==> src/rtl/gsl_pkg.sv <==
package gsl_pkg;

    typedef enum logic [1:0] {
        SENSE_OFF  = 2'd0,
        SENSE_HIGH = 2'd1,
        SENSE_LOW  = 2'd2,
        SENSE_RSVD = 2'd3
    } sense_e;

    typedef struct packed {
        logic   connect;
        sense_e mode;
    } pin_cfg_t;

    typedef enum logic [1:0] {
        LD_IDLE    = 2'd0,
        LD_ACTIVE  = 2'd1,
        LD_REPULSE = 2'd2
    } ld_state_e;

endpackage

==> src/rtl/gsl_sync.sv <==
module gsl_sync #(
    parameter int WIDTH  = 32,
    parameter int STAGES = 2
) (
    input  logic             clk,
    input  logic             rst_n,
    input  logic [WIDTH-1:0] d_in,
    output logic [WIDTH-1:0] q_out
);
    logic [WIDTH-1:0] stage_q [STAGES];

    always_ff @(posedge clk or negedge rst_n) begin
        if (!rst_n) stage_q[0] <= '0;
        else        stage_q[0] <= d_in;
    end

    for (genvar s = 1; s < STAGES; s++) begin : g_stage
        always_ff @(posedge clk or negedge rst_n) begin
            if (!rst_n) stage_q[s] <= '0;
            else        stage_q[s] <= stage_q[s-1];
        end
    end

    assign q_out = stage_q[STAGES-1];
endmodule

==> src/rtl/gsl_sense.sv <==
module gsl_sense
    import gsl_pkg::*;
#(
    parameter int NUM_PINS = 32
) (
    input  logic [NUM_PINS-1:0] lvl,
    input  pin_cfg_t [NUM_PINS-1:0] cfg,
    output logic [NUM_PINS-1:0] det,
    output logic [NUM_PINS-1:0] in_val
);
    for (genvar i = 0; i < NUM_PINS; i++) begin : g_pin
        always_comb begin
            in_val[i] = lvl[i] & cfg[i].connect;
            det[i]    = 1'b0;
            if (cfg[i].connect) begin
                unique case (cfg[i].mode)
                    SENSE_HIGH: det[i] = lvl[i];
                    SENSE_LOW:  det[i] = ~lvl[i];
                    SENSE_OFF,
                    SENSE_RSVD: det[i] = 1'b0;
                    default:    det[i] = 1'b0;
                endcase
            end
        end
    end
endmodule

==> src/rtl/gsl_latch.sv <==
module gsl_latch
    import gsl_pkg::*;
#(
    parameter int NUM_PINS = 32
) (
    input  logic                clk,
    input  logic                rst_n,
    input  logic [NUM_PINS-1:0] det,
    input  logic                clr_en,
    input  logic [NUM_PINS-1:0] clr_data,
    output logic [NUM_PINS-1:0] latch_q,
    output logic                ldetect
);
    logic [NUM_PINS-1:0] det_prev_q;
    logic [NUM_PINS-1:0] latch_d;
    logic [NUM_PINS-1:0] clr_mask;
    logic                clear_op;
    ld_state_e           state_q, state_d;

    always_comb begin
        clr_mask = clr_en ? (clr_data & ~det) : '0;
        latch_d  = (latch_q & ~clr_mask) | (det & ~det_prev_q);
        clear_op = clr_en && (|clr_data);
    end

    always_ff @(posedge clk or negedge rst_n) begin
        if (!rst_n) begin
            det_prev_q <= '0;
            latch_q    <= '0;
        end else begin
            det_prev_q <= det;
            latch_q    <= latch_d;
        end
    end

    always_comb begin
        state_d = state_q;
        unique case (state_q)
            LD_IDLE:    if (|latch_d) state_d = LD_ACTIVE;
            LD_ACTIVE: begin
                if (latch_d == '0) state_d = LD_IDLE;
                else if (clear_op) state_d = LD_REPULSE;
            end
            LD_REPULSE: state_d = (|latch_d) ? LD_ACTIVE : LD_IDLE;
            default:    state_d = LD_IDLE;
        endcase
    end

    always_ff @(posedge clk or negedge rst_n) begin
        if (!rst_n) state_q <= LD_IDLE;
        else        state_q <= state_d;
    end

    always_comb begin
        ldetect = (state_q == LD_ACTIVE);
    end


    latch_fall_needs_clear_chk: assert property (@(posedge clk) disable iff (!rst_n)
        (|($past(latch_q) & ~latch_q)) |-> $past(clr_en));


    clear_blocked_by_detect_chk: assert property (@(posedge clk) disable iff (!rst_n)
        clr_en |=> ((latch_q & $past(det & latch_q)) == $past(det & latch_q)));


    ldetect_tracks_latch_chk: assert property (@(posedge clk) disable iff (!rst_n)
        (state_q != LD_REPULSE) |-> (ldetect == (latch_q != '0)));


    repulse_returns_chk: assert property (@(posedge clk) disable iff (!rst_n)
        (state_q == LD_REPULSE && !clr_en) |=> (state_q == LD_ACTIVE));
endmodule

==> src/rtl/gpio_sense_latch.sv <==
module gpio_sense_latch
    import gsl_pkg::*;
#(
    parameter int NUM_PINS    = 32,
    parameter int SYNC_STAGES = 2,
    parameter int ADDR_W      = 7,
    parameter int DATA_W      = 32
) (
    input  logic                clk,
    input  logic                rst_n,
    input  logic [NUM_PINS-1:0] pin_raw,
    input  logic                bus_wr,
    input  logic [ADDR_W-1:0]   bus_addr,
    input  logic [DATA_W-1:0]   bus_wdata,
    output logic [DATA_W-1:0]   bus_rdata,
    output logic [NUM_PINS-1:0] pin_detect,
    output logic                latched_detect,
    output logic                port_detect,
    output logic                port_event
);
    localparam int CFG_W = $bits(pin_cfg_t);
    localparam logic [ADDR_W-1:0] ADDR_MODE  = ADDR_W'(NUM_PINS);
    localparam logic [ADDR_W-1:0] ADDR_LATCH = ADDR_W'(NUM_PINS + 1);
    localparam logic [ADDR_W-1:0] ADDR_IN    = ADDR_W'(NUM_PINS + 2);

    pin_cfg_t [NUM_PINS-1:0] cfg_q;
    logic                    mode_latched_q;
    logic [NUM_PINS-1:0]     lvl_sync;
    logic [NUM_PINS-1:0]     in_val;
    logic [NUM_PINS-1:0]     latch_q;
    logic                    port_det_q;
    logic                    clr_en;

    for (genvar i = 0; i < NUM_PINS; i++) begin : g_cfg
        always_ff @(posedge clk or negedge rst_n) begin
            if (!rst_n)
                cfg_q[i] <= '0;
            else if (bus_wr && bus_addr == ADDR_W'(i))
                cfg_q[i] <= pin_cfg_t'(bus_wdata[CFG_W-1:0]);
        end
    end

    always_ff @(posedge clk or negedge rst_n) begin
        if (!rst_n)                             mode_latched_q <= 1'b0;
        else if (bus_wr && bus_addr == ADDR_MODE) mode_latched_q <= bus_wdata[0];
    end

    assign clr_en = bus_wr && (bus_addr == ADDR_LATCH);

    gsl_sync #(.WIDTH(NUM_PINS), .STAGES(SYNC_STAGES)) u_sync (
        .clk   (clk),
        .rst_n (rst_n),
        .d_in  (pin_raw),
        .q_out (lvl_sync)
    );

    gsl_sense #(.NUM_PINS(NUM_PINS)) u_sense (
        .lvl    (lvl_sync),
        .cfg    (cfg_q),
        .det    (pin_detect),
        .in_val (in_val)
    );

    gsl_latch #(.NUM_PINS(NUM_PINS)) u_latch (
        .clk      (clk),
        .rst_n    (rst_n),
        .det      (pin_detect),
        .clr_en   (clr_en),
        .clr_data (bus_wdata[NUM_PINS-1:0]),
        .latch_q  (latch_q),
        .ldetect  (latched_detect)
    );

    always_comb begin
        port_detect = mode_latched_q ? latched_detect : (|pin_detect);
    end

    always_ff @(posedge clk or negedge rst_n) begin
        if (!rst_n) port_det_q <= 1'b0;
        else        port_det_q <= port_detect;
    end

    assign port_event = port_detect & ~port_det_q;

    always_comb begin
        bus_rdata = '0;
        if (bus_addr < ADDR_MODE)        bus_rdata = DATA_W'(cfg_q[bus_addr[$clog2(NUM_PINS)-1:0]]);
        else if (bus_addr == ADDR_MODE)  bus_rdata = DATA_W'(mode_latched_q);
        else if (bus_addr == ADDR_LATCH) bus_rdata = DATA_W'(latch_q);
        else if (bus_addr == ADDR_IN)    bus_rdata = DATA_W'(in_val);
    end


    event_single_cycle_chk: assert property (@(posedge clk) disable iff (!rst_n)
        port_event |=> !port_event);


    event_implies_detect_chk: assert property (@(posedge clk) disable iff (!rst_n)
        port_event |-> port_detect);


    latched_mode_source_chk: assert property (@(posedge clk) disable iff (!rst_n)
        mode_latched_q |-> (port_detect == latched_detect));
endmodule

==> config.mk <==
export PLATFORM = sky130hd
export DESIGN_NAME = gpio_sense_latch
export DESIGN_NICKNAME = d
export VERILOG_FILES = /design/src/rtl/gsl_pkg.sv /design/src/rtl/gsl_sync.sv /design/src/rtl/gsl_sense.sv /design/src/rtl/gsl_latch.sv /design/src/rtl/gpio_sense_latch.sv
export SDC_FILE = /design/constraint.sdc
export NUM_CORES = 1
export LEC_CHECK = 0
export BUFFER_PORTS_ARGS = -buffer_cell sky130_fd_sc_hd__buf_4
export CAP_MARGIN = 20
export CORE_ASPECT_RATIO = 0.75
export CORE_MARGIN = 2
export CORE_UTILIZATION = 40
export CTS_BUF_LIST = sky130_fd_sc_hd__clkbuf_8 sky130_fd_sc_hd__clkbuf_16
export CTS_CLUSTER_DIAMETER = 50
export DETAILED_ROUTE_END_ITERATION = 8
export SLEW_MARGIN = 15
export SYNTH_ARGS = -nofsm -noshare
export SYNTH_HDL_FRONTEND = slang
export SYNTH_SLANG_ARGS = --single-unit
==> constraint.sdc <==
create_clock -name clk -period 3.2 [get_ports clk]
set_clock_uncertainty 0.15 [all_clocks]
set_input_delay 0.48 -clock clk [delete_from_list [all_inputs] [get_ports clk]]
set_output_delay 0.48 -clock clk [all_outputs]
set_load 0.01 [all_outputs]
==> metrics.csv <==
metric,value,unit
area post-placement,11870,sq um
global route overflow,0,
met2 usage,35.79,%
WP buf/inv,2,
crit end category,output port,
Netlist cell types,57,
CTS tree,yes,
sw power,1.810,mW
port bufs,140,
synthesized cell area,10100,sq um
CTS max path bufs,3,
area of the die,26560,sq um
Worst slew margin,51.80,%
Worst-Skew Late Latency,0.53,ns
slowest cell delay on critical path,0.52,ns
final number of hold-violating endpoints,0,
final setup margin,-0.3618,ns
Worst path slowest cell,or4_4,
FP Rows,50,
failing checks,negative setup slack,
synthesis-to-finish area growth,30.22,%
"Avg Cell Area, Syn",12.87,sq um
largest net degree at the start of global routing,84,
via count of the routed design,7862,
"Clk pin slew, worst setup/hold paths",0.06,ns
layout cell share with drive strength beyond 1,38.07,%
worst-path cell chain,and4b_1 -> a31oi_4 -> inv_2 -> or4_4 -> or4_4 -> o31a_1 -> nor2b_1 -> buf_4,
fraction of registers with async set/reset,100.0,%
Non-Filler Instances,1367,
CTS Buf Count,26,
peak supply drop,0.4456,mV
chip height,141.6,um
# IOs,141,
run status,"complete, but fails checks",
Synth Flop Type,dfrtp_1,
RSZ-0062 raised after global routing,true,
CP required,2.57,ns
combinational group share of total power,10.9,%
core area,24900,sq um
global-route wire length before repair,49960,um
"Net Count, Synth",859,
vias in the first global route,7786,
Routed Wire Length,32770,um
Lkg Pwr,6.347,nW
Reg power frac,48.4,%
min cycle time layout,3.562,ns
"commonest non-fill, non-tap cell in the layout",dfrtp_1,
Final ANT Viol Nets,0,
initial antenna violation count,1,
Setup Viol. Count Final,3,
fin crit share,111.3,%
Synth Register Bits,228,
most frequent cells in the layout,"dfrtp_1 (227), buf_4 (188), mux2_2 (97), nor2_1 (50), nand2_1 (49)",
Sink Count,228,
Sw Share,26.07,%
worst-margin pin slew,0.7163,ns
sequential share of the synthesized area,56.47,%
DR pass1 iterations,5,
Inst Count DP,1282,
Layout Nets,1085,
Startpoint Class,flip-flop,
Top Usage Layer GRT,met1,
max_cap viols,0,
Iter 0 DRT Violations,719,
GRT Resource Usage Total,25.05,%
Crit path max-delay family,simple AND/OR/NAND/NOR gates,
routed vias/inst,5.751,
GR Util met3,6.827,%
Syn Inst Count,785,
hold_ws,0.02279,ns
internal power,5.134,mW
Avg WL per Cell,23.97,um
Final Max Slew Viols,0,
worst-path fanout max,3,
CP Class,flip-flop to output port,
number of H-tree levels,1,
Most Frequent Cell on Critical Path,or4_4,
"Design Area, Final",13160,sq um
Setup TNS,-0.8893,ns
Die Wd,187.5,um
Initial Util,40.58,%
met1 Use GR,38.26,%
Root Buffer,clkbuf_16,
RD Place Congestion,0.9450,
fmax,280.8,MHz
PD cells,527.8,nW/um^2
Critical Path AT,2.93,ns
Syn. warnings,0,
power share of the clock group,40.7,%
post-DP HPWL,24330,um
Post-route DRC,0,
Post-synth EDFFs,0,
hold crit path type,primary input to flip-flop,
synth_stat cells, types with 8 or more instances:
library cell    n  area [sq um]
mux2_2         98          1104
nand4_1        11         68.82
a32o_1         30         300.3
nor3_1         13         65.06
a31oi_1        18         112.6
nor3b_1        11         82.58
nor4_1         19         118.9
nand3_1        11         55.05
and4b_1        16         160.2
clkbuf_1       22         82.58
o22a_1         11         96.34
nand2_1        49         183.9
and3b_1        11         96.34
dfrtp_1       228          5705
mux4_2         28         630.6
nor2_1         50         187.7
o21ai_0        34         170.2
a22oi_1         8         60.06
inv_1          31         116.4
worst paths after layout:
path | slack, ns | to | from | cells past startpoint
worst min register to register | 0.19 | u_sync.q_out[6]$_DFF_PN0_ | u_sync.stage_q[38]$_DFF_PN0_ | 0
worst min-delay path | 0.02 | u_latch.latch_q[14]$_DFF_PN0_ | bus_wdata[14] | 2
worst max register to register | 0.43 | u_latch.state_q[1]$_DFFE_PN0P_ | cfg_q[33]$_DFFE_PN0P_ | 8
max in group asynchronous | 1.59 | u_sync.stage_q[51]$_DFF_PN0_ | rst_n | 3
min in group asynchronous | 0.42 | u_latch.latch_q[12]$_DFF_PN0_ | rst_n | 2
worst max-delay path | -0.36 | port_event | u_sync.q_out[21]$_DFF_PN0_ | 8
flip-flops by register name (all words and copies together) (netlist names):
| signal | cells |
|---|---|
| cfg_q | 96 |
| mode_latched_q | 1 |
| port_det_q | 1 |
| u_latch.det_prev_q | 32 |
| u_latch.latch_q | 32 |
| u_latch.state_q | 2 |
| u_sync.q_out | 32 |
| u_sync.stage_q | 32 |
metal layers:
layer	up-vias	part of all wire (%)
met5	-	0
li1	3418	-
met3	42	9.3
met4	0	1.8
met2	348	42
met1	4054	47
area by class of cell:
class	instances	area [sq um]
clock inverter	13	80.08
antenna	2	5.005
sequential	228	5707
clock buffer	31	730.7
timing repair buffer	230	1882
tap	338	422.9
inverter	32	120.1
multi-input combinational	493	4209
fill	2218	11740
cell families after synthesis:
| family | count (synthesis) | synth area share, % |
|---|---|---|
| AND/OR/NAND/NOR | 227 | 13.16 |
| buffers and inverters | 64 | 2.613 |
| multiplexers | 130 | 17.88 |
| AO/OA/AOI/OAI | 136 | 9.870 |
| flip-flops | 228 | 56.47 |
per-stage QoR:
step / worst slack (ns) / utilization [%] / power, mW
3_5_place_dp: -0.05484 / 47.69 / 4.078
2_1_floorplan: 0.006133 / - / 3.651
4_1_cts: -0.3596 / 52.54 / 6.958
5_1_grt: -0.4161 / 52.82 / 7.220
3_3_place_gp: -0.006436 / 47.69 / 4.069
6_report: -0.3618 / 52.84 / 6.943
power groups by stage:
stage               clock network (mW)  logic (mW)  registers (mW)
floorplan                            0       0.384            3.27
CTS                               2.88       0.734            3.34
finish                            2.83       0.758            3.36
detailed placement                   0       0.684            3.39
global placement                     0       0.672            3.40
global route                      3.02       0.819            3.38
timing repair:
| action | in CTS | in global routing |
|---|---|---|
| hold buffers | 33 | 0 |
| endpoints found under the setup margin | 3 | 5 |
| gates cloned | 0 | 0 |
| buffers inserted | 4 | 2 |
| pin swaps | 1 | 1 |
| gates resized for setup | 9 | 14 |
| hold endpoints to repair | 112 | 0 |
Note: power is estimated with default switching activity, not from simulation.
